--- config.mk ---
export PLATFORM = sky130hd
export DESIGN_NAME = banked_regfile
export DESIGN_NICKNAME = d
export VERILOG_FILES = /design/src/rtl/rbank_pkg.sv /design/src/rtl/bank_decode.sv /design/src/rtl/gpr_array.sv /design/src/rtl/status_bank.sv /design/src/rtl/banked_regfile.sv
export SDC_FILE = /design/constraint.sdc
export NUM_CORES = 2
export LEC_CHECK = 0
export BUFFER_PORTS_ARGS = -buffer_cell sky130_fd_sc_hd__buf_2
export CELL_PAD_IN_SITES_DETAIL_PLACEMENT = 1
export CELL_PAD_IN_SITES_GLOBAL_PLACEMENT = 1
export CORE_ASPECT_RATIO = 0.6
export CORE_MARGIN = 8
export CORE_UTILIZATION = 30
export DETAILED_ROUTE_END_ITERATION = 8
export PLACE_DENSITY_LB_ADDON = 0.1
export RECOVER_POWER = 50
export SLEW_MARGIN = 20
export SYNTH_ARGS = -nofsm -noshare
export SYNTH_HDL_FRONTEND = slang
export SYNTH_SLANG_ARGS = --single-unit
--- constraint.sdc ---
create_clock -name clk -period 8.7 [get_ports clk]
set_input_delay 0.87 -clock clk [delete_from_list [all_inputs] [get_ports clk]]
set_output_delay 0.87 -clock clk [all_outputs]
set_load 0.02 [all_outputs]
--- src/rtl/rbank_pkg.sv ---
// Package rbank_pkg
// Shared mode codes, bank identifiers and sizes for the banked register file.
// Assumes a 5-bit mode field; any code outside the seven defined ones maps
// to the user bank.
package rbank_pkg;

    localparam int MODE_W    = 5;
    localparam int NUM_GPR   = 31;   // 16 shared + 7 fast-irq + 4 x 2 banked
    localparam int NUM_SAVED = 5;    // one saved status word per privileged bank

    localparam logic [MODE_W-1:0] M_USR = 5'b10000;
    localparam logic [MODE_W-1:0] M_FIQ = 5'b10001;
    localparam logic [MODE_W-1:0] M_IRQ = 5'b10010;
    localparam logic [MODE_W-1:0] M_SVC = 5'b10011;
    localparam logic [MODE_W-1:0] M_ABT = 5'b10111;
    localparam logic [MODE_W-1:0] M_UND = 5'b11011;
    localparam logic [MODE_W-1:0] M_SYS = 5'b11111;

    typedef enum logic [2:0] {
        BK_USR = 3'd0,
        BK_FIQ = 3'd1,
        BK_IRQ = 3'd2,
        BK_SVC = 3'd3,
        BK_ABT = 3'd4,
        BK_UND = 3'd5
    } bank_e;

    // Resolve a mode code to the storage bank it selects.
    function automatic bank_e bank_of(input logic [MODE_W-1:0] m);
        case (m)
            M_FIQ:   return BK_FIQ;
            M_IRQ:   return BK_IRQ;
            M_SVC:   return BK_SVC;
            M_ABT:   return BK_ABT;
            M_UND:   return BK_UND;
            default: return BK_USR;
        endcase
    endfunction

endpackage

--- src/rtl/bank_decode.sv ---
// Module bank_decode
// Maps a logical register index plus the current bank onto a physical
// general-register slot. Slot layout: 0..15 shared, 16..22 fast-irq 8..14,
// then pairs (13,14) for supervisor 23/24, abort 25/26, irq 27/28,
// undefined 29/30. Purely combinational.
module bank_decode
    import rbank_pkg::*;
#(
    parameter int IDX_W  = 4,
    parameter int PHYS_W = 5
) (
    input  bank_e             bank,
    input  logic [IDX_W-1:0]  idx,
    output logic [PHYS_W-1:0] phys
);
    localparam int FIQ_BASE  = 16;
    localparam int PAIR_BASE = 23;
    localparam logic [IDX_W-1:0] FIQ_LO = IDX_W'(8);
    localparam logic [IDX_W-1:0] SP_IDX = IDX_W'(13);
    localparam logic [IDX_W-1:0] LR_IDX = IDX_W'(14);

    logic [PHYS_W-1:0] pair_slot;

    // Pick the pair offset of a two-register bank.
    always_comb begin
        case (bank)
            BK_ABT:  pair_slot = PHYS_W'(1);
            BK_IRQ:  pair_slot = PHYS_W'(2);
            BK_UND:  pair_slot = PHYS_W'(3);
            default: pair_slot = PHYS_W'(0);
        endcase
    end

    // Select shared, fast-irq or paired slot.
    always_comb begin
        phys = PHYS_W'(idx);
        if (bank == BK_FIQ && idx >= FIQ_LO && idx <= LR_IDX) begin
            phys = PHYS_W'(FIQ_BASE) + PHYS_W'(idx - FIQ_LO);
        end else if (bank != BK_USR && bank != BK_FIQ &&
                     (idx == SP_IDX || idx == LR_IDX)) begin
            phys = PHYS_W'(PAIR_BASE) + (pair_slot << 1) + PHYS_W'(idx - SP_IDX);
        end
    end

endmodule

--- src/rtl/gpr_array.sv ---
// Module gpr_array
// Physical general-register storage: two asynchronous read ports, a
// dedicated program-counter tap, and two write ports. When both write
// ports target one slot, port 1 (link capture) wins. Reads return the
// stored value (no write-to-read bypass).
module gpr_array #(
    parameter int DATA_W  = 32,
    parameter int DEPTH   = 31,
    parameter int PHYS_W  = 5,
    parameter int PC_SLOT = 15
) (
    input  logic              clk,
    input  logic              rst_n,
    input  logic [PHYS_W-1:0] ra_addr,
    output logic [DATA_W-1:0] ra_data,
    input  logic [PHYS_W-1:0] rb_addr,
    output logic [DATA_W-1:0] rb_data,
    output logic [DATA_W-1:0] pc_data,
    input  logic              w0_en,
    input  logic [PHYS_W-1:0] w0_addr,
    input  logic [DATA_W-1:0] w0_data,
    input  logic              w1_en,
    input  logic [PHYS_W-1:0] w1_addr,
    input  logic [DATA_W-1:0] w1_data
);
    logic [DATA_W-1:0] mem [DEPTH];

    // Clear on reset; apply write port 0 then port 1 so port 1 wins a clash.
    always_ff @(posedge clk) begin
        if (!rst_n) begin
            for (int i = 0; i < DEPTH; i++) mem[i] <= '0;
        end else begin
            if (w0_en && int'(w0_addr) < DEPTH) mem[w0_addr] <= w0_data;
            if (w1_en && int'(w1_addr) < DEPTH) mem[w1_addr] <= w1_data;
        end
    end

    // Asynchronous reads, guarded against unused slot codes.
    always_comb begin
        ra_data = (int'(ra_addr) < DEPTH) ? mem[ra_addr] : '0;
        rb_data = (int'(rb_addr) < DEPTH) ? mem[rb_addr] : '0;
        pc_data = mem[PC_SLOT];
    end

endmodule

--- src/rtl/status_bank.sv ---
// Module status_bank
// Current status word plus five saved status words. Exception entry saves
// the current word into the target bank's slot and switches the mode field
// in one edge; it overrides a same-cycle status write. Reset enters
// supervisor mode.
module status_bank
    import rbank_pkg::*;
#(
    parameter int DATA_W = 32
) (
    input  logic              clk,
    input  logic              rst_n,
    input  logic              stat_we,
    input  logic [DATA_W-1:0] stat_wdata,
    input  logic              exc_en,
    input  logic [MODE_W-1:0] exc_mode,
    output logic [DATA_W-1:0] cur_stat,
    output logic [DATA_W-1:0] cur_saved,
    output bank_e             cur_bank
);
    localparam int SLOT_W = $clog2(NUM_SAVED);

    logic [DATA_W-1:0] stat_q;
    logic [DATA_W-1:0] saved_q [NUM_SAVED];
    bank_e             tgt_bank;
    logic [SLOT_W-1:0] tgt_slot;
    logic [SLOT_W-1:0] cur_slot;

    // Decode current and target banks and their saved-word slots.
    always_comb begin
        cur_bank = bank_of(stat_q[MODE_W-1:0]);
        tgt_bank = bank_of(exc_mode);
        cur_slot = SLOT_W'(cur_bank) - SLOT_W'(1);
        tgt_slot = SLOT_W'(tgt_bank) - SLOT_W'(1);
    end

    // Status update: reset, exception entry, or plain status write.
    always_ff @(posedge clk) begin
        if (!rst_n) begin
            stat_q <= DATA_W'(M_SVC);
            for (int i = 0; i < NUM_SAVED; i++) saved_q[i] <= '0;
        end else if (exc_en) begin
            if (tgt_bank != BK_USR) saved_q[tgt_slot] <= stat_q;
            stat_q <= {stat_q[DATA_W-1:MODE_W], exc_mode};
        end else if (stat_we) begin
            stat_q <= stat_wdata;
        end
    end

    // Present the saved word of the current bank, zero for user/system.
    always_comb begin
        cur_stat  = stat_q;
        cur_saved = (cur_bank == BK_USR) ? '0 : saved_q[cur_slot];
    end

    AST_EXC_MODE: assert property (@(posedge clk) disable iff (!rst_n)
        exc_en |=> cur_stat[MODE_W-1:0] == $past(exc_mode)) else $error("AST_EXC_MODE");
    AST_EXC_SAVE: assert property (@(posedge clk) disable iff (!rst_n)
        (exc_en && bank_of(exc_mode) != BK_USR) |=> cur_saved == $past(cur_stat)) else $error("AST_EXC_SAVE");
    AST_NO_SAVED_USR: assert property (@(posedge clk) disable iff (!rst_n)
        (bank_of(cur_stat[MODE_W-1:0]) == BK_USR) |-> cur_saved == '0) else $error("AST_NO_SAVED_USR");
    AST_STAT_WRITE: assert property (@(posedge clk) disable iff (!rst_n)
        (stat_we && !exc_en) |=> cur_stat == $past(stat_wdata)) else $error("AST_STAT_WRITE");

endmodule

--- src/rtl/banked_regfile.sv ---
// Module banked_regfile
// Mode-banked register file: 16 logical indices mapped onto 31 physical
// general registers by the mode held in the status word, plus status and
// saved-status words. Handles program counter alignment, link capture,
// exception entry and hi-register gating in compressed-instruction state.
// Assumes the caller resolves exception priority and instruction decode.
module banked_regfile
    import rbank_pkg::*;
#(
    parameter int DATA_W = 32,
    parameter int IDX_W  = 4
) (
    input  logic              clk,
    input  logic              rst_n,
    input  logic              narrow_i,
    input  logic              hi_access_i,
    input  logic [IDX_W-1:0]  rd_a_idx,
    output logic [DATA_W-1:0] rd_a_data,
    input  logic [IDX_W-1:0]  rd_b_idx,
    output logic [DATA_W-1:0] rd_b_data,
    input  logic              wr_en,
    input  logic [IDX_W-1:0]  wr_idx,
    input  logic [DATA_W-1:0] wr_data,
    input  logic              link_en,
    input  logic              stat_we,
    input  logic [DATA_W-1:0] stat_wdata,
    input  logic              exc_en,
    input  logic [MODE_W-1:0] exc_mode,
    output logic [DATA_W-1:0] stat_rdata,
    output logic [DATA_W-1:0] saved_rdata
);
    localparam int PHYS_W = $clog2(NUM_GPR);
    localparam int NPORT  = 4;               // read A, read B, write, link
    localparam logic [IDX_W-1:0] PC_IDX = IDX_W'(15);
    localparam logic [IDX_W-1:0] LR_IDX = IDX_W'(14);
    localparam logic [IDX_W-1:0] HI_LO  = IDX_W'(8);
    localparam logic [IDX_W-1:0] HI_HI  = IDX_W'(12);

    bank_e             bank;
    logic [IDX_W-1:0]  dec_idx  [NPORT];
    logic [PHYS_W-1:0] dec_phys [NPORT];
    logic [DATA_W-1:0] raw_a, raw_b, pc_raw, pc_mask, pc_val;
    logic              w0_en;
    logic [DATA_W-1:0] w0_data;

    // True when an index in 8..12 is blocked by compressed-state gating.
    function automatic logic hi_blocked(input logic [IDX_W-1:0] i,
                                        input logic nar, input logic hi);
        return nar && !hi && i >= HI_LO && i <= HI_HI;
    endfunction

    status_bank #(.DATA_W(DATA_W)) u_stat (
        .clk       (clk),
        .rst_n     (rst_n),
        .stat_we   (stat_we),
        .stat_wdata(stat_wdata),
        .exc_en    (exc_en),
        .exc_mode  (exc_mode),
        .cur_stat  (stat_rdata),
        .cur_saved (saved_rdata),
        .cur_bank  (bank)
    );

    // Collect the four logical indices that need bank resolution.
    always_comb begin
        dec_idx[0] = rd_a_idx;
        dec_idx[1] = rd_b_idx;
        dec_idx[2] = wr_idx;
        dec_idx[3] = LR_IDX;
    end

    for (genvar g = 0; g < NPORT; g++) begin : g_dec
        bank_decode #(.IDX_W(IDX_W), .PHYS_W(PHYS_W)) u_dec (
            .bank(bank),
            .idx (dec_idx[g]),
            .phys(dec_phys[g])
        );
    end

    // Alignment mask for the program counter under the current state.
    always_comb begin
        pc_mask = narrow_i ? ~DATA_W'(1) : ~DATA_W'(3);
        pc_val  = pc_raw & pc_mask;
    end

    // Qualify the general write; link capture overrides a write to index 14.
    always_comb begin
        w0_en   = wr_en && !hi_blocked(wr_idx, narrow_i, hi_access_i)
                        && !(link_en && wr_idx == LR_IDX);
        w0_data = (wr_idx == PC_IDX) ? (wr_data & pc_mask) : wr_data;
    end

    gpr_array #(.DATA_W(DATA_W), .DEPTH(NUM_GPR), .PHYS_W(PHYS_W), .PC_SLOT(15)) u_gpr (
        .clk    (clk),
        .rst_n  (rst_n),
        .ra_addr(dec_phys[0]),
        .ra_data(raw_a),
        .rb_addr(dec_phys[1]),
        .rb_data(raw_b),
        .pc_data(pc_raw),
        .w0_en  (w0_en),
        .w0_addr(dec_phys[2]),
        .w0_data(w0_data),
        .w1_en  (link_en),
        .w1_addr(dec_phys[3]),
        .w1_data(pc_val)
    );

    // Shape read data: gate hi registers, align the program counter.
    always_comb begin
        if (hi_blocked(rd_a_idx, narrow_i, hi_access_i)) rd_a_data = '0;
        else if (rd_a_idx == PC_IDX)                     rd_a_data = raw_a & pc_mask;
        else                                             rd_a_data = raw_a;
        if (hi_blocked(rd_b_idx, narrow_i, hi_access_i)) rd_b_data = '0;
        else if (rd_b_idx == PC_IDX)                     rd_b_data = raw_b & pc_mask;
        else                                             rd_b_data = raw_b;
    end

    AST_PC_ALIGN: assert property (@(posedge clk) disable iff (!rst_n)
        (rd_a_idx == PC_IDX) |-> (narrow_i ? rd_a_data[0] == 1'b0 : rd_a_data[1:0] == 2'b00)) else $error("AST_PC_ALIGN");
    AST_HI_GATED: assert property (@(posedge clk) disable iff (!rst_n)
        (narrow_i && !hi_access_i && rd_b_idx >= HI_LO && rd_b_idx <= HI_HI) |-> rd_b_data == '0) else $error("AST_HI_GATED");
    AST_LINK_ALIGNED: assert property (@(posedge clk) disable iff (!rst_n)
        link_en |-> (narrow_i ? pc_val[0] == 1'b0 : pc_val[1:0] == 2'b00)) else $error("AST_LINK_ALIGNED");

endmodule

==> parameters.txt <==
Parameter                              Value

Status
  Result of the run ... finished, violations left
  Failing checks ... capacitance limit, slew limit

Critical path
  Cell with the biggest individual delay on the critical path ... sky130_fd_sc_hd__nor2b_1
  WP data arrival ... a little under 9000 ps
  Sum of buffers and inverters on the critical path ... 2
  Endpoint of the worst-slack reg-to-reg timing path ... u_gpr.mem[10][14]$_DFFE_PP_
  Maximum cell stage delay along the critical path ... between 2000 and 2500 ps
  Family of cells with the greatest summed delay on the critical path ... simple AND/OR/NAND/NOR gates
  Critical path endpoint category ... register
  Slack of the worst reg-to-reg path ... around 240 ps
  Depth of the worst register-to-register path ... 10
  CP startpoint ... u_stat.cur_stat[4]$_SDFFE_PN1P_
  Launch point of the worst reg-to-reg path ... u_stat.cur_stat[4]$_SDFFE_PN1P_
  Data required time at the worst endpoint ... 9160 ps
  Critical-path maximum fanout ... 20
  Crit Path Class ... register to register
  Startpoint type of the worst setup path ... register
  Cells along the critical path ... clkbuf_1 > nand3b_1 > ha_1 > o22ai_1 > nand2b_2 > mux2i_1 > nor2b_1 > nand2_1 > nand2_2 > buf_4

Logic synthesis
  Synthesized-area fraction occupied by adder cells ... 0.438%
  Simple-gate portion of the synthesized area ... 18.9%
  Synth area leaders ... sky130_fd_sc_hd__edfxtp_1 (54%), sky130_fd_sc_hd__and3_1 (5.8%), sky130_fd_sc_hd__nand2_1 (5.4%)
  Sequential-to-total area share from yosys stat ... a little under three fifths
  Post-synthesis sequential element count ... 1312
  Avg Synthesized Cell Area ... 11.1 um^2
  Multiplexer share of the synthesized area ... under 10%
  Xor and xnor area share after synthesis ... less than 1%
  Number of enable-type register cells in the synthesized netlist ... around 1300
  Dominant synthesized flop cell ... sky130_fd_sc_hd__edfxtp_1
  Yosys cell types ... 80
  Yosys top cell by area ... sky130_fd_sc_hd__edfxtp_1
  Share of synthesized flip-flops with an asynchronous set or reset ... 0%
  Top cell types by occurrence after synthesis ... sky130_fd_sc_hd__edfxtp_1 (1280), sky130_fd_sc_hd__nand2_1 (1019), sky130_fd_sc_hd__and3_1 (658)
  Warnings, synthesis ... 0
  Share of the synthesized area in compound gates (AO/OA/AOI/OAI) ... approximately 15%
  Post-synth top area share ... ~54%
  Largest family of logic cells by synthesized area ... simple AND/OR/NAND/NOR gates
  Dominant cell by count in the synthesized netlist ... sky130_fd_sc_hd__edfxtp_1
  Cells after synthesis ... ~6400
  Cell area after technology mapping ... slightly above 70000 um^2

Floorplanning
  Initial standard-cell utilization of the core ... a little under a third
  Core Rows ... 138
  Area of the die ... between 200000 and 300000 um^2
  Core region area ... approximately 240000 um^2
  Die outline height ... a little under 400 um
  Number of I/O pins ... about 220
  Die W ... 644 um

Clock tree
  Inserted Clock Buffers ... 152
  Maximum number of buffers from clock root to sink ... 4
  Clock tree from TritonCTS ... done
  Clock latency on the worst-skew pair ... approximately 850 ps
  Quantity of hold-fixing buffers added after cts ... 0
  CTS sink cnt ... between 1000 and 1500
  Level count of the clock H-tree ... 4
  Clock transition at the register clock pins on the worst setup and hold paths after CTS ... around 60 ps
  Master cell of the clock root buffer ... sky130_fd_sc_hd__clkbuf_16

Placed design
  Worst Setup Slack post-DPL ... ~1200 ps
  Post-detail-place hpwl ... between 200000 and 250000 um
  Placer congestion estimate ... 0.841
  Number of cells in the design after placement ... between 9000 and 10000
  Post-Place Cell Area ... approximately 76000 um^2
  Port Buffer Count ... roughly 220

Global routing
  GRT Overall Usage ... around 29%
  Maximum number of pins on one net before global-route repair ... between 100 and 150
  Vias in the first global route ... around 58000
  Wire length of the first global-routing pass ... between 500000 and 600000 um
  Initial antenna violation count ... 52
  Overflow left after global routing ... 0

Timing
  Final Hold Violating Endpoints ... 0
  Setup violators final ... 0
  Ratio of final minimum period to clock period ... a little over nine tenths
  Final worst clock skew ... 63.9 ps
  Worst Hold Slack ... ~310 ps
  Top achievable clock speed ... roughly 120 MHz
  TNS Setup ... 0 ps
  Shortest clock period the worst path allows after layout ... 8460 ps
  Rel. slew slack ... -194%
  Max Transition Viols Final ... roughly 1700
  Slew at the pin closest to its max-slew limit ... ~4400 ps
  RSZ-0062 raised after global routing ... no
  Post-route worst setup slack ... 239 ps

Cells and area
  Multi-input gate area ... between 20000 and 30000 um^2
  Nets ... 6344
  Post-synthesis to final-layout area growth ... 12.9%
  Share of cells above drive strength 1 ... between 10% and 20%
  Combined flip-flop and latch cell area ... between 30000 and 40000 um^2
  Fill cell total of the finished layout ... 25433
  Final instance area ... between 80000 and 90000 um^2
  Final cell count without fillers ... 9515
  Fin util ... 34.0%

Hold path
  Number of cells traversed by the worst hold path ... 3
  Origin of the worst min-delay path ... stat_wdata[14]
  Type of the worst min-delay path ... input port to register
  Endpoint, Worst Hold ... u_stat.cur_stat[14]$_SDFFE_PN0P_

Flow run
  Max-cap violation count ... 56

Detailed routing
  Wire per inst ... roughly 40 um
  Sum of routed wire length over all layers ... around 380000 um
  Detail Route Antenna Nets ... 0
  Initial DRC Count ... ~8600
  Number of vias in the routed layout ... approximately 60000
  Post-route DRC ... 0
  Per-cell via count in the routed design ... between 6 and 7
  Number of detailed-route iterations in the first pass ... 5

Power and ir drop
  Static power due to leakage ... 29.5 nW
  VDD IR max ... about 0.15 mV
  Power density cells ... 218 nW/um^2
  Design Power ... approximately 17 mW
[where the power goes]
group / total, mW / internal [mW] / switching [mW]
Combinational: 3.55 / 0.887 / 2.66
Sequential: 7.40 / 7.21 / 0.185
Clock: 6.50 / 3.63 / 2.87
Total: 17.5 / 11.7 / 5.72
[cell type report]
type                    count  share of cell area (%)
diodes                     28                  0.0875
clock buffers             204                    5.18
clock inverters            55                   0.669
inverters                  24                   0.119
multi-input cells        4305                    36.5
flip-flops and latches   1312                    48.8
well taps                3150                    4.92
repair buffers            437                    3.69
[worst max-delay path by stage]
stage	to	depth (start not counted)	slack (ps)
after floorplan	u_gpr.mem[5][0]$_SDFFCE_PN0P_	20	1710
after global placement	rd_a_data[23]	22	1100
after detailed placement	rd_a_data[23]	22	1150
after CTS	rd_a_data[23]	22	260
after global routing	rd_a_data[23]	22	9
final	u_gpr.mem[10][14]$_DFFE_PP_	10	240
[registers in the layout, indices dropped and copies added (netlist names)]
register	cells
u_stat.saved_q	256
u_gpr.mem	1024
u_stat.cur_stat	32
[layout by cell type, fill, tap and decap left out, types with 75 or more instances in the layout]
cell	n
sky130_fd_sc_hd__a31oi_1	85
sky130_fd_sc_hd__buf_4	149
sky130_fd_sc_hd__nor4_1	89
sky130_fd_sc_hd__a211oi_1	403
sky130_fd_sc_hd__mux4_2	97
sky130_fd_sc_hd__edfxtp_1	1280
sky130_fd_sc_hd__buf_2	129
sky130_fd_sc_hd__and3_1	658
sky130_fd_sc_hd__clkbuf_1	155
sky130_fd_sc_hd__mux2i_1	152
sky130_fd_sc_hd__nor2_1	75
sky130_fd_sc_hd__nor3_1	75
sky130_fd_sc_hd__and2_0	98
sky130_fd_sc_hd__nand2_1	1000
sky130_fd_sc_hd__clkbuf_16	155
sky130_fd_sc_hd__a22o_1	302
sky130_fd_sc_hd__a311oi_1	216
sky130_fd_sc_hd__and2_1	432
[repair_timing]
item                       in CTS  in global routing
resized for setup               0                  1
setup endpoints to repair       0                  1
setup buffers                   0                  0
[tightest hold or removal path, cell delays in order]
cell and delay [ps]:
sky130_fd_sc_hd__buf_2 100, sky130_fd_sc_hd__nand2_1 40, sky130_fd_sc_hd__a21boi_0 60
[logic make-up (layout without fill, tap and decap cells)]
logic type,count (synthesis),after routing
flip-flops,1312,1312
AO/OA/AOI/OAI,1381,1381
adder cells (fa/ha/maj),23,23
multiplexers,255,255
other,1,60
XOR/XNOR,11,11
AND/OR/NAND/NOR,2603,2603
buffers and inverters,790,720
[routing by layer]
metal	up-vias	wire length (um)	track usage, %
li1	24100	-	-
met1	31811	173000	43.5
met2	3763	154000	40.8
met3	597	41400	7.25
met4	0	11400	7.99
met5	-	0	0
Note: power is estimated with default switching activity, not from simulation.
